## config.mk

```make
export PLATFORM = sky130hd
export DESIGN_NAME = netpkt_rx
export DESIGN_NICKNAME = d
export VERILOG_FILES = /design/src/rtl/netpkt_rx_pkg.sv /design/src/rtl/netpkt_fifo.sv /design/src/rtl/netpkt_apply.sv /design/src/rtl/netpkt_miss_ctr.sv /design/src/rtl/netpkt_rx.sv
export SDC_FILE = /design/constraint.sdc
export NUM_CORES = 1
export LEC_CHECK = 0
export ABC_AREA = 1
export CORE_ASPECT_RATIO = 1.1
export CORE_MARGIN = 1.5
export CORE_UTILIZATION = 55
export CTS_CLUSTER_DIAMETER = 60
export DETAILED_ROUTE_END_ITERATION = 10
export HOLD_SLACK_MARGIN = 0.05
export PLACE_DENSITY = 0.73
export SYNTH_ARGS = -nofsm -noshare
export SYNTH_HDL_FRONTEND = slang
export SYNTH_HIERARCHICAL = 1
export SYNTH_SLANG_ARGS = --single-unit
```

## constraint.sdc

```tcl
create_clock -name clk -period 3.5 [get_ports clk]
set_input_delay 0.875 -clock clk [delete_from_list [all_inputs] [get_ports clk]]
set_output_delay 0.875 -clock clk [all_outputs]
set_load 0.005 [all_outputs]
```

## src/rtl/netpkt_rx_pkg.sv

```systemverilog
package netpkt_rx_pkg;

    localparam int ADDR_W    = 12;
    localparam int PID_W     = 3;
    localparam int SLOT_CNT  = 7;
    localparam int NET_CNT   = (1 << PID_W) - 1;
    localparam int PKT_W     = ADDR_W + SLOT_CNT * (PID_W + 1);
    localparam logic [PID_W-1:0] EMPTY_PID = '1;

    typedef struct packed {
        logic [PID_W-1:0] pid;
        logic             data;
    } slot_t;

    typedef struct packed {
        logic [ADDR_W-1:0]          addr;
        slot_t [SLOT_CNT-1:0]       slots;
    } pkt_t;

    function automatic logic slot_live(slot_t s, logic [NET_CNT-1:0] mask);
        return (s.pid != EMPTY_PID) && mask[s.pid];
    endfunction

endpackage

```

## src/rtl/netpkt_fifo.sv

```systemverilog
module netpkt_fifo #(
    parameter int W     = 40,
    parameter int DEPTH = 4
) (
    input  logic         clk,
    input  logic         rst,
    input  logic         push,
    input  logic [W-1:0] wdata,
    input  logic         pop,
    output logic [W-1:0] rdata,
    output logic         full,
    output logic         empty
);
    localparam int PTR_W = (DEPTH > 1) ? $clog2(DEPTH) : 1;
    localparam int CNT_W = $clog2(DEPTH + 1);

    logic [W-1:0]     mem [DEPTH];
    logic [PTR_W-1:0] wptr, rptr;
    logic [CNT_W-1:0] count;
    logic             do_push, do_pop;

    assign full    = (count == CNT_W'(DEPTH));
    assign empty   = (count == '0);
    assign do_push = push && !full;
    assign do_pop  = pop && !empty;
    assign rdata   = mem[rptr];

    function automatic logic [PTR_W-1:0] bump(logic [PTR_W-1:0] p);
        return (p == PTR_W'(DEPTH - 1)) ? '0 : p + 1'b1;
    endfunction

    always_ff @(posedge clk) begin
        if (do_push) mem[wptr] <= wdata;
    end

    always_ff @(posedge clk) begin
        if (rst) begin
            wptr  <= '0;
            rptr  <= '0;
            count <= '0;
        end else begin
            if (do_push) wptr <= bump(wptr);
            if (do_pop)  rptr <= bump(rptr);
            case ({do_push, do_pop})
                2'b10:   count <= count + 1'b1;
                2'b01:   count <= count - 1'b1;
                default: count <= count;
            endcase
        end
    end


    pop_drains_chk: assert property (@(posedge clk) disable iff (rst)
        (do_pop && !do_push) |=> (count == $past(count) - 1'b1));


    push_fills_chk: assert property (@(posedge clk) disable iff (rst)
        (do_push && !do_pop) |=> (count == $past(count) + 1'b1) && !empty);

endmodule

```

## src/rtl/netpkt_apply.sv

```systemverilog
module netpkt_apply
    import netpkt_rx_pkg::*;
#(
    parameter logic [ADDR_W-1:0]  OWN_ADDR    = 12'h5C3,
    parameter logic [NET_CNT-1:0] ACCEPT_MASK = 7'b101_1111
) (
    input  logic               clk,
    input  logic               rst,
    input  logic               take,
    input  pkt_t               pkt,
    output logic [NET_CNT-1:0] net_q,
    output logic               miss
);
    logic               hit;
    logic [NET_CNT-1:0] net_d;

    assign hit  = take && (pkt.addr == OWN_ADDR);
    assign miss = take && (pkt.addr != OWN_ADDR);

    // Later slots are visited last, so they override earlier ones.
    always_comb begin
        net_d = net_q;
        for (int k = 0; k < SLOT_CNT; k++) begin
            if (slot_live(pkt.slots[k], ACCEPT_MASK))
                net_d[pkt.slots[k].pid] = pkt.slots[k].data;
        end
    end

    always_ff @(posedge clk) begin
        if (rst)      net_q <= '0;
        else if (hit) net_q <= net_d;
    end


    idle_hold_chk: assert property (@(posedge clk) disable iff (rst)
        !take |=> $stable(net_q));


    foreign_hold_chk: assert property (@(posedge clk) disable iff (rst)
        miss |=> $stable(net_q));


    for (genvar g = 0; g < NET_CNT; g++) begin : g_unlisted
        if (!ACCEPT_MASK[g]) begin : g_off
            unlisted_zero_chk: assert property (@(posedge clk) disable iff (rst)
                net_q[g] == 1'b0);
        end
    end

endmodule

```

## src/rtl/netpkt_miss_ctr.sv

```systemverilog
module netpkt_miss_ctr #(
    parameter int MISS_W = 4
) (
    input  logic              clk,
    input  logic              rst,
    input  logic              inc,
    output logic [MISS_W-1:0] cnt
);
    localparam logic [MISS_W-1:0] TOP = '1;

    always_ff @(posedge clk) begin
        if (rst)                   cnt <= '0;
        else if (inc && cnt != TOP) cnt <= cnt + 1'b1;
    end


    miss_step_chk: assert property (@(posedge clk) disable iff (rst)
        (inc && cnt != TOP) |=> cnt == $past(cnt) + 1'b1);


    miss_sat_chk: assert property (@(posedge clk) disable iff (rst)
        (cnt == TOP) |=> cnt == TOP);

endmodule

```

## src/rtl/netpkt_rx.sv

```systemverilog
module netpkt_rx
    import netpkt_rx_pkg::*;
#(
    parameter logic [ADDR_W-1:0]  OWN_ADDR    = 12'h5C3,
    parameter logic [NET_CNT-1:0] ACCEPT_MASK = 7'b101_1111,
    parameter int                 FIFO_DEPTH  = 4,
    parameter int                 MISS_W      = 4
) (
    input  logic               clk,
    input  logic               rst,
    input  logic               pkt_valid_i,
    input  logic [PKT_W-1:0]   pkt_data_i,
    output logic               pkt_ready_o,
    output logic [NET_CNT-1:0] net_o,
    output logic [MISS_W-1:0]  mismatch_cnt_o
);
    logic             fifo_full, fifo_empty, take, miss;
    logic [PKT_W-1:0] head;

    assign pkt_ready_o = !fifo_full;
    assign take        = !fifo_empty;

    netpkt_fifo #(.W(PKT_W), .DEPTH(FIFO_DEPTH)) u_fifo (
        .clk   (clk),
        .rst   (rst),
        .push  (pkt_valid_i),
        .wdata (pkt_data_i),
        .pop   (take),
        .rdata (head),
        .full  (fifo_full),
        .empty (fifo_empty)
    );

    netpkt_apply #(.OWN_ADDR(OWN_ADDR), .ACCEPT_MASK(ACCEPT_MASK)) u_apply (
        .clk   (clk),
        .rst   (rst),
        .take  (take),
        .pkt   (pkt_t'(head)),
        .net_q (net_o),
        .miss  (miss)
    );

    netpkt_miss_ctr #(.MISS_W(MISS_W)) u_miss (
        .clk (clk),
        .rst (rst),
        .inc (miss),
        .cnt (mismatch_cnt_o)
    );


    ready_after_take_chk: assert property (@(posedge clk) disable iff (rst)
        (take && !pkt_valid_i) |=> pkt_ready_o);

endmodule

```

==> reports/qor.yml, run 1 <==
dieArea_um2: 15080
avgViaCountPerCell: 5.550
cap_violations: 0
fp.dieW_um: 117.2
cts_max_path_buffers: 2
drt_iter0_markers: 479
wl_um: 16020
synth_top_area_cell: "edfxtp_1"
wl_per_cell_um: 16.40
antennaDiodeCount: 0
tightest_slew_ns: 0.9139
place_congestion: 0.8792
hold_path_class: "flip-flop to flip-flop"
crit_arrival_ns: 3.12
finClkSkew_ns: 0.006498
initial_core_util_pct: 56.75
setup_tns_ns: 0
grt_usage_pct: 22.85
ys_warn_count: 6
grt_remaining_overflow: 0
post-route-util_pct: 65.85
num_vias: 5422
post-route-min-period_ns: 2.757
grt_start_max_net_pins: 81
max_freq_mhz: 362.7
cts_root_buf: "clkbuf_16"
drv_slew: 0
slew_headroom_pct: 39.01
ys_types: 31
synth_area_leaders: "edfxtp_1, nor2_1, dfxtp_1"
grt_pass1_vias: 5411
antenna_found_initial: 0
firstDrtPassIters: 5
syn_to_final_growth_pct: 16.03
n_fill_cell: 1048
ios: 55
ctsHoldBuffers: 0
cts_num_sinks: 180
r2r_slack_ns: 0.74
die-height_um: 128.6
finalPower_mw: 7.616
synth-seq-area-share_pct: 65.95
required_ns: 3.86
core_area_um2: 13910
cp_max_fo: 40
fin_nets: 827
drc: 0
worst-setup-path-type: "flip-flop to flip-flop"
cts_resized: 0
worst_setup_path_end_kind: "flip-flop"
synth_top_area_share_pct: 60.88
rsz0062_at_grt: "no"
clock_latency_ns: 0.43
syn_area_per_cell_um2: 10.96
setup_viol: 0
grt_pass1_wl_um: 26030
synth_area_um2: 7893
hold_viol_final: 0
hpwl_um: 9936
start_kind: "flip-flop"
tritoncts: "built"
clkTransAtPathRegs_ns: 0.06
p_leak_nw: 3.371
syn_inst: 720
drive_above_1_share_pct: 7.224
final.period_utilization_pct: 78.78
ys_seq_elements: 180
cts_inserted_buffers: 17
cts_setup_buffers: 0
rows: 45
status: "complete, no violations"
antenna_left: 0
htree_levels: 4
vdd_drop_max_mv: 0.3986
syn_nets: 771
powerDensity_nw_per_um2: 831.7
portBuffers: 54
## worst paths after layout
kind                                       from                       endpoint  cells after the start
setup / recovery                      flip-flop  u_apply/net_q[6]$_SDFFE_PP0P_                     10
hold / removal    u_apply/net_q[5]$_SDFFE_PP0P_  u_apply/net_q[5]$_SDFFE_PP0P_                      2
setup reg to reg                      flip-flop  u_apply/net_q[6]$_SDFFE_PP0P_                     10
hold reg to reg   u_apply/net_q[5]$_SDFFE_PP0P_  u_apply/net_q[5]$_SDFFE_PP0P_                      2
## area by class of cell
class | count | area, um2 | area share [%]
timing repair buffer | 64 | 678.2 | 7.405
inverter | 76 | 297.8 | 3.252
tap | 188 | 235.2 | 2.569
clock inverter | 11 | 152.6 | 1.667
sequential | 180 | 5206 | 56.85
multi-input combinational | 437 | 2137 | 23.34
clock buffer | 21 | 450.4 | 4.919
## registers in the layout, indices dropped and copies added, names as in the netlist, named ones only
name / flops
u_fifo/rptr: 2
u_fifo/mem: 160
u_apply/net_q: 7
u_miss/cnt: 4
u_fifo/count: 3
u_fifo/wptr: 2
## per-stage QoR
stage	worst slack, ns	cell area [um2]	instances	hold WS, ns
after floorplan	0.3839	7893	720	0.4196
after global placement	0.7163	8554	945	0.4138
after detailed placement	0.6528	8554	945	0.4177
after CTS	0.7452	9158	977	0.4284
after global routing	0.4421	9158	977	0.4599
final	0.7427	9158	977	0.4268
## synthesized netlist by cell type
cell,number
edfxtp_1,160
nor2_1,125
nand2_1,79
inv_1,73
o21ai_0,52
o22ai_1,40
o21ai_1,38
nand3_1,36
a21oi_1,21
dfxtp_1,20
nor3_1,14
buf_2,9
ha_1,7
buf_6,6
nand4_1,6
buf_12,4
buf_4,4
buf_8,4
nand3b_1,4
nand2_2,3
a21o_1,2
a21oi_2,2
inv_2,2
o21ai_2,2
a21boi_0,1
fa_1,1
inv_12,1
nand3_2,1
nor2_2,1
nor3_2,1
o21a_1,1
## layer usage
layer | global-route usage (%) | wire length (um) | up-vias | part of all wire (%)
met5 | 0 | 0 | - | 0
met4 | 8.717 | 264 | 0 | 1.6
met3 | 5.935 | 895 | 26 | 5.6
met2 | 37.69 | 8016 | 182 | 50
met1 | 29.08 | 6844 | 2575 | 43
li1 | - | - | 2639 | -
## kinds of logic (layout without fill, tap and decap cells)
| kind of cell | Yosys count | in the layout | synth area share, % |
|---|---|---|---|
| adders and majority gates | 8 | 8 | 1.363 |
| and+or+nand+nor | 270 | 270 | 14.30 |
| AOI/OAI and AO/OA | 159 | 159 | 11.03 |
| DFF | 180 | 180 | 65.95 |
| buffers and inverters | 103 | 172 | 7.356 |
## power breakdown
group | internal, mW | switching (mW)
Clock | 1.15 | 0.780
Combinational | 0.931 | 1.99
Sequential | 2.61 | 0.150
Total | 4.69 | 2.93
## critical path, stage by stage, from the launching register on
cell     delay, ns
dfxtp_2       0.88
buf_4         0.42
o21ai_0       0.14
o22ai_1       0.39
inv_1         0.16
nor3_1        0.26
a21o_1        0.14
inv_1         0.04
nand2_1       0.06
nand2_1       0.05
a21oi_1       0.13
## cell usage in the layout (no fill, tap or decap), types with 2 or more instances in the layout
| cell type | count |
|---|---|
| edfxtp_1 | 160 |
| nor2_1 | 121 |
| nand2_1 | 79 |
| inv_1 | 73 |
| clkdlybuf4s50_1 | 54 |
| o21ai_0 | 52 |
| o22ai_1 | 40 |
| o21ai_1 | 38 |
| nand3_1 | 36 |
| a21oi_1 | 21 |
| dfxtp_1 | 19 |
| clkbuf_16 | 17 |
| nor3_1 | 14 |
| ha_1 | 7 |
| nand4_1 | 6 |
| buf_12 | 5 |
| buf_4 | 5 |
| nand3b_1 | 4 |
| nor2_4 | 4 |
| clkbuf_1 | 3 |
| bufinv_16 | 3 |
| nand2_2 | 3 |
| clkinv_2 | 2 |
| clkinv_4 | 2 |
| clkinvlp_4 | 2 |
| a21oi_2 | 2 |
| inv_2 | 2 |
| a21o_1 | 2 |
| o21ai_2 | 2 |
(Power assumes the default switching activity.)
==> inputs of run 2 (changes only) <==
==> constraint.sdc (replaced) <==
create_clock -name clk -period 2.85 [get_ports clk]
set_input_delay 0.7125 -clock clk [delete_from_list [all_inputs] [get_ports clk]]
set_output_delay 0.7125 -clock clk [all_outputs]
set_load 0.005 [all_outputs]
==> run 2 against run 1 <==
Against the previous run: critical path depth grew 3; maximum frequency grew 11%; clock power grew 20%; first-iteration DRC count shrank 22%; worst setup slack lost 0.38 ns; final area is essentially flat; largest cell class unchanged.
==> reports/qor.yml, run 2 (synthesized netlist as in run 1, its figures left out) <==
antenna_found_initial: 0
n_fill_cell: 1072
drv_slew: 0
setup_tns_ns: 0
reg_top3: "u_fifo/mem: 160 flops, u_apply/net_q: 7 flops, u_miss/cnt: 4 flops"
cp_slowest_cell: "dfxtp_2"
multiInputGateArea_um2: 2137
ctsHoldBuffers: 0
fin_nets: 828
cts_root_buf: "clkbuf_16"
required_ns: 3.21
grt_remaining_overflow: 0
seq_area_um2: 5206
hold_viol_final: 0
cts_inserted_buffers: 17
fp.dieW_um: 117.2
vdd_drop_max_mv: 0.5894
drt_iter0_markers: 376
cp_max_fo: 22
wl_per_cell_um: 16.54
top_register: "u_fifo/mem"
firstDrtPassIters: 5
cts_setup_buffers: 0
start_kind: "flip-flop"
portBuffers: 54
rows: 45
post-route-util_pct: 65.87
final.period_utilization_pct: 87.24
hold_slack_ns: 0.4312
drive_above_1_share_pct: 7.722
ios: 55
dieArea_um2: 15080
path_buf_inv: 2
cts_resized: 0
initial_core_util_pct: 56.75
grt_pass1_vias: 5537
slew_headroom_pct: 56.73
worst-setup-path-type: "flip-flop to flip-flop"
p_leak_nw: 3.367
num_vias: 5458
place_congestion: 0.8992
rsz0062_at_grt: "no"
final_common_cell: "edfxtp_1"
final_cell_mix: "edfxtp_1, nor2_1, nand2_1"
htree_levels: 4
max_stage_delay_ns: 0.66
max_freq_mhz: 402.2
antennaDiodeCount: 0
crit_top_cell: "nand2_1"
setup_viol: 0
drc: 0
cp_cell_sequence: "buf_4, o21ai_0, o22ai_1, inv_2, nand3_1, nand2_1, nand3_1, nand2_1, nand2_1, nand2_1, nand2_1, nand2_1, a21oi_1"
clkTransAtPathRegs_ns: 0.07
cts_num_sinks: 180
crit_family: "compound AO/OA/AOI/OAI gates"
grt_usage_pct: 23.37
avgViaCountPerCell: 5.581
syn_to_final_growth_pct: 16.06
hpwl_um: 9983
crit_arrival_ns: 2.85
cts_max_path_buffers: 2
status: "complete, no violations"
wl_um: 16180
tightest_slew_ns: 0.6490
cap_violations: 0
grt_start_max_net_pins: 81
worst_setup_path_end_kind: "flip-flop"
clock_latency_ns: 0.43
largest_register_ffs: 160
grt_pass1_wl_um: 26600
tritoncts: "built"
post-route-min-period_ns: 2.486
core_area_um2: 13910
finClkSkew_ns: 0.005811
die-height_um: 128.6
hold_path_class: "flip-flop to flip-flop"
powerDensity_nw_per_um2: 1020
antenna_left: 0
run 2: cell count changes in the layout (fill, tap and decap cells not counted):
cell | previous run | this run
inv_6 | 1 | 4
clkinv_2 | 2 | 0
clkbuf_8 | 1 | 0
bufinv_16 | 3 | 2
clkbuf_1 | 3 | 0
clkinvlp_4 | 2 | 5
inv_8 | 1 | 2
buf_4 | 5 | 6
run 2: layout make-up:
type / count / share of cell area (%)
inverter: 76 / 3.251
timing repair buffer: 65 / 7.485
sequential: 180 / 56.84
multi-input combinational: 437 / 23.33
clock inverter: 15 / 1.885
clock buffer: 17 / 4.644
tap: 188 / 2.568
run 2: routing by layer:
layer | part of all wire [%] | vias up | global-route usage (%) | wire (um)
met2 | 52 | 145 | 39.84 | 8363
li1 | - | 2646 | - | -
met5 | 0 | - | 0 | 0
met4 | 1.4 | 0 | 9.072 | 231
met3 | 5.0 | 17 | 4.616 | 802
met1 | 42 | 2650 | 29.44 | 6782
run 2: path summary, 6_finish.rpt:
| check | start | endpoint | slack, ns | cells after the start |
|---|---|---|---|---|
| worst max-delay path | flip-flop | u_apply/net_q[3]$_SDFFE_PP0P_ | 0.36 | 13 |
| worst min-delay path | u_apply/net_q[5]$_SDFFE_PP0P_ | u_apply/net_q[5]$_SDFFE_PP0P_ | 0.43 | 2 |
| worst max register to register | flip-flop | u_apply/net_q[3]$_SDFFE_PP0P_ | 0.36 | 13 |
| worst min register to register | u_apply/net_q[5]$_SDFFE_PP0P_ | u_apply/net_q[5]$_SDFFE_PP0P_ | 0.43 | 2 |
run 2: worst reg2reg max path, cell delays in order (launching register included):
cell	delay, ns
dfxtp_2	0.66
buf_4	0.32
o21ai_0	0.12
o22ai_1	0.52
inv_2	0.13
nand3_1	0.10
nand2_1	0.07
nand3_1	0.08
nand2_1	0.06
nand2_1	0.08
nand2_1	0.05
nand2_1	0.06
nand2_1	0.06
a21oi_1	0.12
run 2: where the power goes:
| part | switching (mW) | internal [mW] | total, mW | leakage, nW |
|---|---|---|---|---|
| sequential | 0.158 | 3.21 | 3.36 | 1.63 |
| combinational | 2.49 | 1.16 | 3.65 | 1.46 |
| clock | 1.01 | 1.31 | 2.32 | 0.277 |
run 2: through the flow:
| step | std cells | setup WS, ns | cell area [um2] | total power [mW] |
|---|---|---|---|---|
| final | 978 | 0.3636 | 9160 | 9.344 |
| after global routing | 978 | 0.1287 | 9160 | 9.999 |
| after CTS | 978 | 0.3743 | 9160 | 9.364 |
| after detailed placement | 946 | 0.4055 | 8562 | 7.017 |
| after global placement | 946 | 0.4987 | 8562 | 6.867 |
| after floorplan | 720 | -0.1036 | 7893 | 6.277 |
==> inputs of run 3 (changes only) <==
--- a/config.mk
+++ b/config.mk
@@ -13,6 +13,7 @@
 export DETAILED_ROUTE_END_ITERATION = 10
 export HOLD_SLACK_MARGIN = 0.05
 export PLACE_DENSITY = 0.73
+export REMOVE_ABC_BUFFERS = 1
 export SYNTH_ARGS = -nofsm -noshare
 export SYNTH_HDL_FRONTEND = slang
 export SYNTH_HIERARCHICAL = 1
==> run 3 against run 2 <==
Against the previous run: wire length is essentially flat; worst setup slack better by 0.023 ns; via count grew 0.66%; final area up 0.67%; final cell count rose by 0.61%; maximum frequency rose by 0.93%; total power up 1.9%; die area unchanged; non-clock buffer count increased by 6; clock power grew 6%; critical path type unchanged; critical endpoint is now u_apply/net_q[6]$_SDFFE_PP0P_; largest cell class unchanged; highest routed layer unchanged.
==> reports/qor.yml, run 3 (synthesized netlist as in run 1, its figures left out) <==
status: "complete, no violations"
worst_setup_path_end_kind: "flip-flop"
cts_setup_buffers: 0
wl_um: 16190
syn_to_final_growth_pct: 16.84
grt_start_max_net_pins: 81
cap_violations: 0
clock_latency_ns: 0.43
firstDrtPassIters: 6
powerDensity_nw_per_um2: 1032
vdd_drop_max_mv: 0.5462
grt_usage_pct: 23.09
clkTransAtPathRegs_ns: 0.07
setup_viol: 0
fin_nets: 834
cts_num_sinks: 180
rsz0062_at_grt: "no"
p_comb_share_pct: 39.2
drc: 0
path_buf_inv: 3
finClkSkew_ns: 0.004532
ctsHoldBuffers: 0
ios: 55
place_congestion: 0.9023
seq_area_um2: 5206
p_clk_share_pct: 25.7
cp_slowest_cell: "dfxtp_2"
cp_max_fo: 48
p_sw_mw: 3.654
hold_slack_ns: 0.4278
dp_cells: 952
antennaDiodeCount: 0
portBuffers: 54
p_leak_nw: 3.416
cp_cell_sequence: "buf_4, o21ai_0, o22ai_1, inv_1, nor3_1, a21o_1, inv_1, nand2_1, nand2_1, a21oi_1"
final.period_utilization_pct: 86.44
hold_viol_final: 0
drive_above_1_share_pct: 8.291
final_cell_mix: "edfxtp_1, nor2_1, nand2_1"
tightest_slew_ns: 0.6542
finalPower_mw: 9.520
hold_path_class: "flip-flop to flip-flop"
n_fill_cell: 1081
max_freq_mhz: 405.9
max_stage_delay_ns: 0.52
antenna_left: 0
p_sw_share_pct: 38.39
grt_pass1_vias: 5418
dieArea_um2: 15080
setup_tns_ns: 0
num_vias: 5494
crit_arrival_ns: 2.83
power_frac_seq_pct: 35.1
layout.cells.non_filler: 984
crit_family: "compound AO/OA/AOI/OAI gates"
cts_max_path_buffers: 2
hpwl_um: 10360
hp-start: "u_apply/net_q[5]$_SDFFE_PP0P_"
antenna_found_initial: 0
cts_resized: 0
reg_top3: "u_fifo/mem: 160 flops, u_apply/net_q: 7 flops, u_miss/cnt: 4 flops"
largest_register_ffs: 160
htree_levels: 4
drt_iter0_markers: 461
die-height_um: 128.6
worst-setup-path-type: "flip-flop to flip-flop"
start_kind: "flip-flop"
grt_remaining_overflow: 0
post-route-util_pct: 66.31
avgViaCountPerCell: 5.583
required_ns: 3.22
cts_inserted_buffers: 17
top_register: "u_fifo/mem"
rows: 45
final_common_cell: "edfxtp_1"
grt_pass1_wl_um: 26050
cts_root_buf: "clkbuf_16"
wl_per_cell_um: 16.45
fp.dieW_um: 117.2
core_area_um2: 13910
post-route-min-period_ns: 2.464
multiInputGateArea_um2: 2137
drv_slew: 0
p_int_mw: 5.866
tritoncts: "built"
initial_core_util_pct: 56.75
r2r_slack_ns: 0.39
slew_headroom_pct: 56.39
[run 3: cell count changes in the layout (fill, tap and decap cells not counted), sizes merged]
cell and delta:
buf +6, inv -2, clkinvlp -3, clkinv +3, bufinv +2
[run 3: metrics by stage]
stage | worst slack, ns | area, um2
4_1_cts | 0.3910 | 9221
3_3_place_gp | 0.4983 | 8594
6_report | 0.3865 | 9221
2_1_floorplan | -0.1666 | 7610
3_5_place_dp | 0.4164 | 8594
5_1_grt | 0.1377 | 9221
[run 3: cell type report]
| type | count | share of cell area [%] |
|---|---|---|
| flip-flops and latches | 180 | 56.46 |
| multi-input cells | 437 | 23.18 |
| repair buffers | 71 | 7.788 |
| clock buffers | 17 | 4.613 |
| inverters | 76 | 3.229 |
| well taps | 188 | 2.551 |
| clock inverters | 15 | 2.185 |
[run 3: power by group through the flow]
stage / clock network (mW) / logic (mW) / registers [mW]
2_1_floorplan: 0 / 2.44 / 3.49
4_1_cts: 2.48 / 3.70 / 3.34
3_5_place_dp: 0 / 3.66 / 3.40
3_3_place_gp: 0 / 3.54 / 3.38
5_1_grt: 2.59 / 4.18 / 3.37
6_report: 2.45 / 3.73 / 3.34
[run 3: path summary, 6_finish.rpt]
| path | endpoint | cells past startpoint |
|---|---|---|
| worst max-delay path | u_apply/net_q[6]$_SDFFE_PP0P_ | 10 |
| worst min-delay path | u_apply/net_q[5]$_SDFFE_PP0P_ | 2 |
| worst max register to register | u_apply/net_q[6]$_SDFFE_PP0P_ | 10 |
| worst min register to register | u_apply/net_q[5]$_SDFFE_PP0P_ | 2 |
[run 3: layer usage]
metal	vias up	track usage, %	wire length, um	share of wire [%]
met4	0	10.35	347	2.1
met5	-	0	0	0
met1	2675	28.31	6728	42
li1	2649	-	-	-
met2	144	39.16	8361	52
met3	26	5.040	749	4.6
[run 3: worst min-delay path, cell delays in order, from the launching register on]
cell and delay (ns):
dfxtp_1 0.31, inv_1 0.05, nor2_1 0.03
